==> config.mk <==
export PLATFORM = sky130hd
export DESIGN_NAME = xbus_ctrl
export DESIGN_NICKNAME = d
export VERILOG_FILES = /design/src/rtl/xbus_pkg.sv /design/src/rtl/xbus_req_arb.sv /design/src/rtl/xbus_seq.sv /design/src/rtl/xbus_pins.sv /design/src/rtl/xbus_ctrl.sv
export SDC_FILE = /design/constraint.sdc
export NUM_CORES = 1
export LEC_CHECK = 0
export CORE_AREA = 2 2 93 95
export CTS_CLUSTER_DIAMETER = 30
export DETAILED_ROUTE_END_ITERATION = 16
export DIE_AREA = 0 0 95 97
export PLACE_DENSITY_LB_ADDON = 0.08
export SETUP_SLACK_MARGIN = 0.02
export SYNTH_ARGS = -nofsm -noshare
export SYNTH_HDL_FRONTEND = slang
export SYNTH_HIERARCHICAL = 1
export SYNTH_SLANG_ARGS = --single-unit
==> constraint.sdc <==
create_clock -name clk -period 9.62 [get_ports clk]
set_input_delay 1.924 -clock clk [delete_from_list [all_inputs] [get_ports clk]]
set_output_delay 1.924 -clock clk [all_outputs]
set_load 0.05 [all_outputs]
==> src/rtl/xbus_pkg.sv <==
package xbus_pkg;
  localparam int BYTE_W  = 8;
  localparam int CODE_AW = 16;
  localparam int DATA_AW = 24;

  typedef enum logic [2:0] {
    PH_IDLE, PH_ADDR, PH_TURN, PH_DATA, PH_IROM, PH_IWAIT, PH_RESP
  } xbus_phase_e;

  typedef enum logic [2:0] {
    K_NONE, K_ICODE, K_NOP, K_XCODE, K_DRD, K_DWR
  } xbus_kind_e;

  typedef struct packed {
    xbus_kind_e          kind;
    logic [DATA_AW-1:0]  addr;
    logic [BYTE_W-1:0]   wdata;
  } xbus_op_t;
endpackage

==> src/rtl/xbus_req_arb.sv <==
module xbus_req_arb
  import xbus_pkg::*;
#(
  parameter logic [CODE_AW-1:0] IROM_TOP = 16'hF7FF
) (
  input  logic               clk,
  input  logic               rst,
  input  logic               strap_int,
  input  logic               idle,
  input  logic               fetch_req,
  input  logic [CODE_AW-1:0] fetch_addr,
  input  logic               data_req,
  input  logic               data_we,
  input  logic [DATA_AW-1:0] data_ptr,
  input  logic [BYTE_W-1:0]  data_wdata,
  output logic               start,
  output xbus_op_t           op
);
  logic strap_q;

  // strap level is only taken while reset is held
  always_ff @(posedge clk) begin
    if (rst) strap_q <= strap_int;
  end

  always_comb begin
    op.kind  = K_NONE;
    op.addr  = '0;
    op.wdata = '0;
    if (data_req) begin
      op.kind  = data_we ? K_DWR : K_DRD;
      op.addr  = data_ptr;
      op.wdata = data_wdata;
    end else if (fetch_req) begin
      op.addr = {{(DATA_AW-CODE_AW){1'b0}}, fetch_addr};
      if (!strap_q)                  op.kind = K_XCODE;
      else if (fetch_addr > IROM_TOP) op.kind = K_NOP;
      else                           op.kind = K_ICODE;
    end
  end

  assign start = idle && !rst && (data_req || fetch_req);
endmodule

==> src/rtl/xbus_seq.sv <==
module xbus_seq
  import xbus_pkg::*;
#(
  parameter int ADDR_CYC = 2,
  parameter int TURN_CYC = 1,
  parameter int DATA_CYC = 3
) (
  input  logic        clk,
  input  logic        rst,
  input  logic        start,
  input  xbus_kind_e  start_kind,
  output xbus_phase_e phase_q,
  output xbus_phase_e phase_d,
  output logic        idle
);
  localparam int MAX_AT = (ADDR_CYC > TURN_CYC) ? ADDR_CYC : TURN_CYC;
  localparam int MAX_C  = (MAX_AT > DATA_CYC) ? MAX_AT : DATA_CYC;
  localparam int CW     = (MAX_C > 1) ? $clog2(MAX_C) : 1;
  localparam logic [CW-1:0] A_LAST = CW'(ADDR_CYC - 1);
  localparam logic [CW-1:0] T_LAST = CW'(TURN_CYC - 1);
  localparam logic [CW-1:0] D_LAST = CW'(DATA_CYC - 1);

  logic [CW-1:0] cnt_q, cnt_d;

  always_comb begin
    phase_d = phase_q;
    cnt_d   = (cnt_q != '0) ? cnt_q - 1'b1 : cnt_q;
    unique case (phase_q)
      PH_IDLE: if (start) begin
        unique case (start_kind)
          K_ICODE: phase_d = PH_IROM;
          K_NOP:   phase_d = PH_RESP;
          default: begin phase_d = PH_ADDR; cnt_d = A_LAST; end
        endcase
      end
      PH_ADDR:  if (cnt_q == '0) begin phase_d = PH_TURN; cnt_d = T_LAST; end
      PH_TURN:  if (cnt_q == '0) begin phase_d = PH_DATA; cnt_d = D_LAST; end
      PH_DATA:  if (cnt_q == '0) phase_d = PH_RESP;
      PH_IROM:  phase_d = PH_IWAIT;
      PH_IWAIT: phase_d = PH_RESP;
      PH_RESP:  phase_d = PH_IDLE;
      default:  phase_d = PH_IDLE;
    endcase
  end

  always_ff @(posedge clk) begin
    if (rst) begin
      phase_q <= PH_IDLE;
      cnt_q   <= '0;
    end else begin
      phase_q <= phase_d;
      cnt_q   <= cnt_d;
    end
  end

  assign idle = (phase_q == PH_IDLE);
endmodule

==> src/rtl/xbus_pins.sv <==
module xbus_pins
  import xbus_pkg::*;
#(
  parameter logic [BYTE_W-1:0] NOP_BYTE = 8'h00
) (
  input  logic               clk,
  input  logic               rst,
  input  xbus_phase_e        phase_q,
  input  xbus_phase_e        phase_d,
  input  xbus_op_t           op,
  input  logic [BYTE_W-1:0]  lo_in,
  input  logic [BYTE_W-1:0]  icode_rdata,
  output logic               busy,
  output logic               rsp_valid,
  output logic [BYTE_W-1:0]  rsp_data,
  output logic               icode_en,
  output logic [CODE_AW-1:0] icode_addr,
  output logic               ale,
  output logic [BYTE_W-1:0]  lo_out,
  output logic               lo_oe,
  output logic [BYTE_W-1:0]  hi_out,
  output logic               rd_n,
  output logic               wr_n,
  output logic               psen_n
);
  logic in_addr, in_mid, in_data, is_wr, is_rd, is_xc;

  assign in_addr = (phase_d == PH_ADDR);
  assign in_mid  = (phase_d == PH_TURN) || (phase_d == PH_DATA);
  assign in_data = (phase_d == PH_DATA);
  assign is_wr   = (op.kind == K_DWR);
  assign is_rd   = (op.kind == K_DRD);
  assign is_xc   = (op.kind == K_XCODE);

  always_ff @(posedge clk) begin
    if (rst) begin
      busy       <= 1'b0;
      rsp_valid  <= 1'b0;
      rsp_data   <= '0;
      icode_en   <= 1'b0;
      icode_addr <= '0;
      ale        <= 1'b0;
      lo_out     <= '0;
      lo_oe      <= 1'b0;
      hi_out     <= '0;
      rd_n       <= 1'b1;
      wr_n       <= 1'b1;
      psen_n     <= 1'b1;
    end else begin
      busy      <= (phase_d != PH_IDLE);
      rsp_valid <= (phase_d == PH_RESP);
      icode_en  <= (phase_d == PH_IROM);
      if (phase_d == PH_IROM) icode_addr <= op.addr[CODE_AW-1:0];

      ale   <= in_addr;
      lo_oe <= in_addr || (in_data && is_wr);
      if (in_addr)               lo_out <= op.addr[7:0];
      else if (in_data && is_wr) lo_out <= op.wdata;

      // page byte only for data; code fetches keep 16-bit addressing
      if (in_addr)     hi_out <= is_xc ? op.addr[15:8] : op.addr[23:16];
      else if (in_mid) hi_out <= op.addr[15:8];

      psen_n <= !(in_data && is_xc);
      rd_n   <= !(in_data && is_rd);
      wr_n   <= !(in_data && is_wr);

      if (phase_q == PH_DATA && phase_d == PH_RESP && !is_wr) rsp_data <= lo_in;
      else if (phase_q == PH_IWAIT)                            rsp_data <= icode_rdata;
      else if (phase_q == PH_IDLE && phase_d == PH_RESP)       rsp_data <= NOP_BYTE;
    end
  end
endmodule

==> src/rtl/xbus_ctrl.sv <==
module xbus_ctrl
  import xbus_pkg::*;
#(
  parameter int                 ADDR_CYC = 2,
  parameter int                 TURN_CYC = 1,
  parameter int                 DATA_CYC = 3,
  parameter logic [15:0]        IROM_TOP = 16'hF7FF,
  parameter logic [7:0]         NOP_BYTE = 8'h00
) (
  input  logic        clk,
  input  logic        rst,
  input  logic        strap_int,
  input  logic        fetch_req,
  input  logic [15:0] fetch_addr,
  input  logic        data_req,
  input  logic        data_we,
  input  logic [23:0] data_ptr,
  input  logic [7:0]  data_wdata,
  output logic        busy,
  output logic        rsp_valid,
  output logic [7:0]  rsp_data,
  output logic        icode_en,
  output logic [15:0] icode_addr,
  input  logic [7:0]  icode_rdata,
  output logic        ale,
  output logic [7:0]  lo_out,
  output logic        lo_oe,
  input  logic [7:0]  lo_in,
  output logic [7:0]  hi_out,
  output logic        rd_n,
  output logic        wr_n,
  output logic        psen_n
);
  logic        start, idle;
  xbus_op_t    op_new, op_q, op_nxt;
  xbus_phase_e phase_q, phase_d;

  xbus_req_arb #(.IROM_TOP(IROM_TOP)) u_arb (
    .clk(clk), .rst(rst), .strap_int(strap_int), .idle(idle),
    .fetch_req(fetch_req), .fetch_addr(fetch_addr),
    .data_req(data_req), .data_we(data_we), .data_ptr(data_ptr),
    .data_wdata(data_wdata), .start(start), .op(op_new)
  );

  xbus_seq #(.ADDR_CYC(ADDR_CYC), .TURN_CYC(TURN_CYC), .DATA_CYC(DATA_CYC)) u_seq (
    .clk(clk), .rst(rst), .start(start), .start_kind(op_new.kind),
    .phase_q(phase_q), .phase_d(phase_d), .idle(idle)
  );

  always_ff @(posedge clk) begin
    if (rst)        op_q <= '0;
    else if (start) op_q <= op_new;
  end

  assign op_nxt = start ? op_new : op_q;

  xbus_pins #(.NOP_BYTE(NOP_BYTE)) u_pins (
    .clk(clk), .rst(rst), .phase_q(phase_q), .phase_d(phase_d), .op(op_nxt),
    .lo_in(lo_in), .icode_rdata(icode_rdata), .busy(busy),
    .rsp_valid(rsp_valid), .rsp_data(rsp_data), .icode_en(icode_en),
    .icode_addr(icode_addr), .ale(ale), .lo_out(lo_out), .lo_oe(lo_oe),
    .hi_out(hi_out), .rd_n(rd_n), .wr_n(wr_n), .psen_n(psen_n)
  );
endmodule

* Word level (Yosys, flattened, before mapping)
Index checks and enable logic that the tools add are counted.
Word-level totals: register bits 89, bits of input ports 70, output and inout bits 48, word-level logic and storage cells 86
Cells by class: add/sub/neg operators 1, order comparisons 1, eq/ne operators 15, muxes and demuxes 27, reduce and logical (&&, ||, !) cells 24
Operator list (number):
- $mux 8 | 9
- $mux 27 | 2
- $mux 35 | 1
- $eq 3x2->1 const B | 6
- $eq 3x3->1 const B | 6
- $pmux 3 s6 | 1
- $gt 16x16->1 const B | 1
- $mux 3 | 5
- $mux 2 | 6
- $eq 3x1->1 const B | 3
- $logic_and 1x1->1 | 8
- $pmux 2 s3 | 1
- $pmux 3 s2 | 1
- $reduce_bool 2->1 | 3
- $reduce_bool 3->1 | 2
- $logic_not 1->1 | 5
- $logic_not 3->1 | 1
- $logic_or 1x1->1 | 3
- $logic_not 2->1 | 1
- $reduce_or 2->1 | 1
- $sub 2x1->2 const B | 1
- $mux 1 | 1

* Logic depth before layout (Yosys ltp)
depth in word-level cells 14, mapped depth 12, depth with buffers taken out 9

* Hierarchy
Netlist, hierarchy kept.
Modules (own cells, without submodules):
- xbus_pins | instances 1, cells an instance 200, area each 1874.3 µm², sequential area each 960.9 µm²
- xbus_ctrl | instances 1, cells an instance 112, area each 1482.7 µm², sequential area each 700.7 µm²
- xbus_req_arb | instances 1, cells an instance 79, area each 446.7 µm², sequential area each 30.0 µm²
- xbus_seq | instances 1, cells an instance 42, area each 367.9 µm², sequential area each 100.1 µm²

* Worst setup path after synthesis
No wires, ideal clock.
path type input -> register, from input fetch_req, to register u_pins.rsp_data[0], library setup time 122 ps, data arrival time 4357 ps, required time 9498 ps, setup slack 5141 ps, cell stages on the path 11, path buffers 2, cells stage by stage buf_4 -> nor2_1 -> nor3b_1 -> or4b_1 -> o311a_1 -> a21oi_2 -> clkbuf_1 -> and4bb_1 -> mux2i_1 -> o21a_1 -> a221o_1
Between the ends: elaborated cells on any way between the ends 18, classes of those cells 4 x eq/ne; 7 x mux; 7 x reduce/logical
RTL lines:
- start: declaration | RTL line xbus_ctrl.sv:13 | input logic fetch_req,
- $logic_or 1x1->1 * | RTL line xbus_req_arb.sv:42 | assign start = idle && !rst && (data_req || fetch_req);
- $logic_and 1x1->1 * | RTL line xbus_req_arb.sv:42
- named net start | RTL line xbus_ctrl.sv:34 | logic start, idle;
- $mux 3 * | RTL line xbus_seq.sv:29 | PH_IDLE: if (start) begin
- $pmux 3 s6 * | RTL line xbus_seq.sv:28 | unique case (phase_q)
- named net phase_d[2] | RTL line xbus_ctrl.sv:36 | xbus_phase_e phase_q, phase_d;
- $eq 3x3->1 * | RTL line xbus_pins.sv:68, xbus_pins.sv:70
- $logic_and 1x1->1 (2 in a row) | RTL line xbus_pins.sv:68 | if (phase_q == PH_DATA && phase_d == PH_RESP && !is_wr) rsp_data <= lo_in;
- $reduce_bool 3->1 (no source line) / $mux 8 (equally long branches)
- end signal: assignment | RTL line xbus_pins.sv:68
- end signal: assignment | RTL line xbus_pins.sv:69 | else if (phase_q == PH_IWAIT) rsp_data <= icode_rdata;
- end: declaration | RTL line xbus_pins.sv:15 | output logic [BYTE_W-1:0] rsp_data,
Mark *: on every way through the listed nets, which the timed path passes. The rest lies on a longest branch. A chain may end at the register's enable or synchronous reset.

* Worst setup path after layout
from input fetch_req, to register u_pins.hi_out[1]
Between the ends: elaborated cells on any way between the ends 19, classes of those cells 6 x eq/ne; 9 x mux; 4 x reduce/logical
RTL lines:
- $logic_or 1x1->1 * | RTL line xbus_req_arb.sv:42
- $logic_and 1x1->1 * | RTL line xbus_req_arb.sv:42
- named net start | RTL line xbus_ctrl.sv:34
- $mux 3 * | RTL line xbus_seq.sv:29
- $pmux 3 s6 * | RTL line xbus_seq.sv:28
- named net phase_d[0] | RTL line xbus_ctrl.sv:36
- $eq 3x2->1 | RTL line xbus_pins.sv:29 | assign in_mid = (phase_d == PH_TURN) || (phase_d == PH_DATA);
- $logic_or 1x1->1 | RTL line xbus_pins.sv:29
- $reduce_bool 2->1 (no source line)
- end signal: assignment | RTL line xbus_pins.sv:61 | if (in_addr) hi_out <= is_xc ? op.addr[15:8] : op.addr[23:16];
- end signal: assignment | RTL line xbus_pins.sv:62 | else if (in_mid) hi_out <= op.addr[15:8];
- end: declaration | RTL line xbus_pins.sv:21 | output logic [BYTE_W-1:0] hi_out,
Mark *: on every way through the listed nets, which the timed path passes. The rest lies on a longest branch. The select of a mux whose other input is x is not followed.

==> metrics.cfg <==
[outcome]
status=finished, final reports clean

[pwr]
power_frac_comb=0.472
p_clk_frac=0.203
switchingPower_mw=0.569
p_seq_frac=0.324
ir_worst_vdd_mv=0.134
power_density_mw_per_mm2=259
p_int_mw=0.870
p_leak_nw=2.13
switching_share=0.396

[yosys]
synthCells=433
async_flop_share=0
yosys_warnings=6
netlist_area_mm2=0.00417
yosys_register_bits=89
synth_edf_count=1
ys_types=49
avgSynthCellArea_um2=9.63
synthesis.nets=507
synth-main-ff-cell=dfxtp_1
ys_seq_area_frac=0.430

[worst_setup_path]
r2r-start=u_seq/phase_q[2]
crit_path_end=u_pins/hi_out[1]
r2r_cells=10
worstSetupPathType=in -> reg
worst_ep_required_time_ns=9.87
critPathLaunch=fetch_req
critPathCaptureType=register
crit_fanout=37
crit_arrival_ns=6.48
reg2reg_to=u_pins/hi_out[1]
r2r_setup_slack_ns=5.33
critPathLaunchType=input pin

[detailed_routing]
wl_per_cell_um=14.8
drtAntennaViolNets=0
via_count=3288
drtPass1Iterations=4
route.detailed.drc=0
drt-initial-drc-count=139
routed_via_density=5.11
routed_wl_um=9560

[die]
start_util=0.513
die_w_um=95
die-area_mm2=0.00922
num_io_pins=118
die_h_um=97
placementRows=33
core_area_mm2=0.00813

[clock_tree]
numCtsBuffers=9
cts_hold_buf=0
cts_max_path_buffers=2
htree_levels=3
clkSlewWorstSetupHoldPaths_ns=0.09
post_cts_buffers=0
cts_tree=yes
cts-root-buf=clkbuf_8
clock_latency_ns=0.34
numClockSinks=89
postCtsResizedCells=0

[sta]
fin_crit_ns=6.24
tns_ns=0
tightest_slew_ns=1.10
rsz0062_at_grt=false
slew_headroom=0.263
setup_violations=0
fin_skew_ns=0.0112
slew_violations=0
final_hold_viol_count=0
timing.final.crit_share=0.648
fmax_ghz=0.160

[finish]
fillCellCount=633
drive_above_1_share=0.117
finalNetCount=608
area_growth_pct=33.1
final_cell_count_no_fill=644
antenna_cells=0

[grt]
grt_pass1_vias=3115
antenna_found_initial=0
globalRouteOverflowTotal=0
track_usage=0.208
grt_max_degree=80
grt_pass1_wl_um=15400

[place]
placed_cells=628
dpl.hpwl_um=6520
port_buffers=117
finalWeightedCongestion=0.857

[hold_path]
hold_path.class=reg -> reg

[job]
cap_violations=0

## worst max-delay path, cell delays in order
cell	delay (ns)
clkdlybuf4s50_1	0.93
nor2_1	0.13
nor3b_2	0.18
buf_4	0.56
nor4b_1	0.37
o21ai_0	0.26
a22oi_1	0.43
nor3b_2	0.96
o21ai_4	0.29
mux2i_1	0.19
a211oi_1	0.26
## state kept, by name, summed over array words and instances, names as in the netlist, 2 cells and up
name               cells
op_q                  35
u_pins/hi_out          8
u_pins/icode_addr     16
u_pins/lo_out          8
u_pins/rsp_data        8
u_seq/cnt_q            2
u_seq/phase_q          3
## cell usage in the layout, fill, tap and decap left out, drive strengths merged, types with 2 or more instances in the layout
cell           Yosys  routed
nand2             64      64
a211oi            17      17
nor2b             35      35
dfxtp             88      88
nor2              25      25
o21ai             16      16
bufinv             0       2
mux2              36      36
o21a               2       2
inv                5       6
clkdlybuf4s50      0     115
clkbuf            14      11
ha                 4       4
a22o               2       2
and2              25      25
nor3               3       3
a21oi             20      20
a221o              8       8
nor3b              6       6
nand3              4       4
nand2b             4       4
buf               15       4
mux2i             18      18
## final cells by class
type	instances	area, um^2	area share
well taps	105	131	0.0237
repair buffers	119	1180	0.212
clock inverters	5	85.1	0.0153
multi-input cells	310	2200	0.396
inverters	5	18.8	0.00338
flip-flops and latches	89	1790	0.323
clock buffers	11	151	0.0273
## power groups by stage
| stage | Clock [mW] | Combinational, mW | Sequential (mW) |
|---|---|---|---|
| 2_1_floorplan | 0 | 0.428 | 0.566 |
| 3_3_place_gp | 0 | 0.658 | 0.474 |
| 3_5_place_dp | 0 | 0.677 | 0.475 |
| 4_1_cts | 0.298 | 0.677 | 0.466 |
| 5_1_grt | 0.315 | 0.731 | 0.473 |
| 6_report | 0.292 | 0.680 | 0.467 |
## synth_stat cells (2+ instances only)
library cell	number	area, um^2
nand3_1	4	20.0
a21oi_2	2	17.5
nor3_1	3	15.0
a22o_1	2	17.5
buf_2	6	30.0
a221o_1	8	80.1
nand2b_1	4	25.0
mux2i_1	18	180
and2_1	25	156
o21ai_0	15	75.1
a211oi_1	17	128
buf_4	3	22.5
clkbuf_1	13	48.8
inv_1	5	18.8
a21oi_1	18	90.1
mux2_2	6	67.6
mux2_4	30	450
nor2_1	25	93.8
ha_1	4	50.1
buf_6	6	67.6
o21a_1	2	15.0
nand2_1	64	240
nor3b_1	6	45.0
nor2b_1	35	219
dfxtp_1	88	1760
## metrics by stage
step                      utilization  cell area (um^2)  setup slack, ns  total power [mW]  hold slack (ns)
after global routing            0.683              5550             2.98              1.52            0.477
after detailed placement        0.653              5320             3.00              1.15            0.449
final                           0.683              5550             3.38              1.44            0.457
after CTS                       0.683              5550             3.43              1.44            0.462
after floorplan                     -              4170             5.14             0.994            0.544
after global placement          0.653              5320             3.26              1.13            0.444
## how the worst min path moves through the flow
stage,cells after the start,to,start
after floorplan,3,u_pins/rd_n,op_q[33]
after global placement,2,u_pins/icode_addr[12],u_pins/icode_addr[12]
after detailed placement,2,u_pins/icode_addr[12],u_pins/icode_addr[12]
after CTS,2,u_pins/icode_addr[12],u_pins/icode_addr[12]
after global routing,2,u_pins/icode_addr[6],u_pins/icode_addr[6]
final,2,u_pins/icode_addr[12],u_pins/icode_addr[12]
## kinds of logic (layout without fill, tap and decap cells)
logic type / count (synthesis) / count (layout) / share of synthesized area
compound gates: 74 / 74 / 0.124
xor+xnor: 2 / 2 / 0.00420
fa+ha+maj: 4 / 4 / 0.0120
buf+inv: 34 / 140 / 0.0462
flops: 89 / 89 / 0.430
mux: 54 / 54 / 0.167
simple gates: 176 / 176 / 0.217
## routing by layer
layer | routed length [um] | vias up | track usage
met5 | 0 | - | 0
met4 | 80 | 0 | 0.0502
met3 | 562 | 9 | 0.0436
met2 | 4480 | 99 | 0.330
met1 | 4440 | 1495 | 0.290
li1 | - | 1685 | -
No activity file was read; power rests on OpenSTA's default activity.
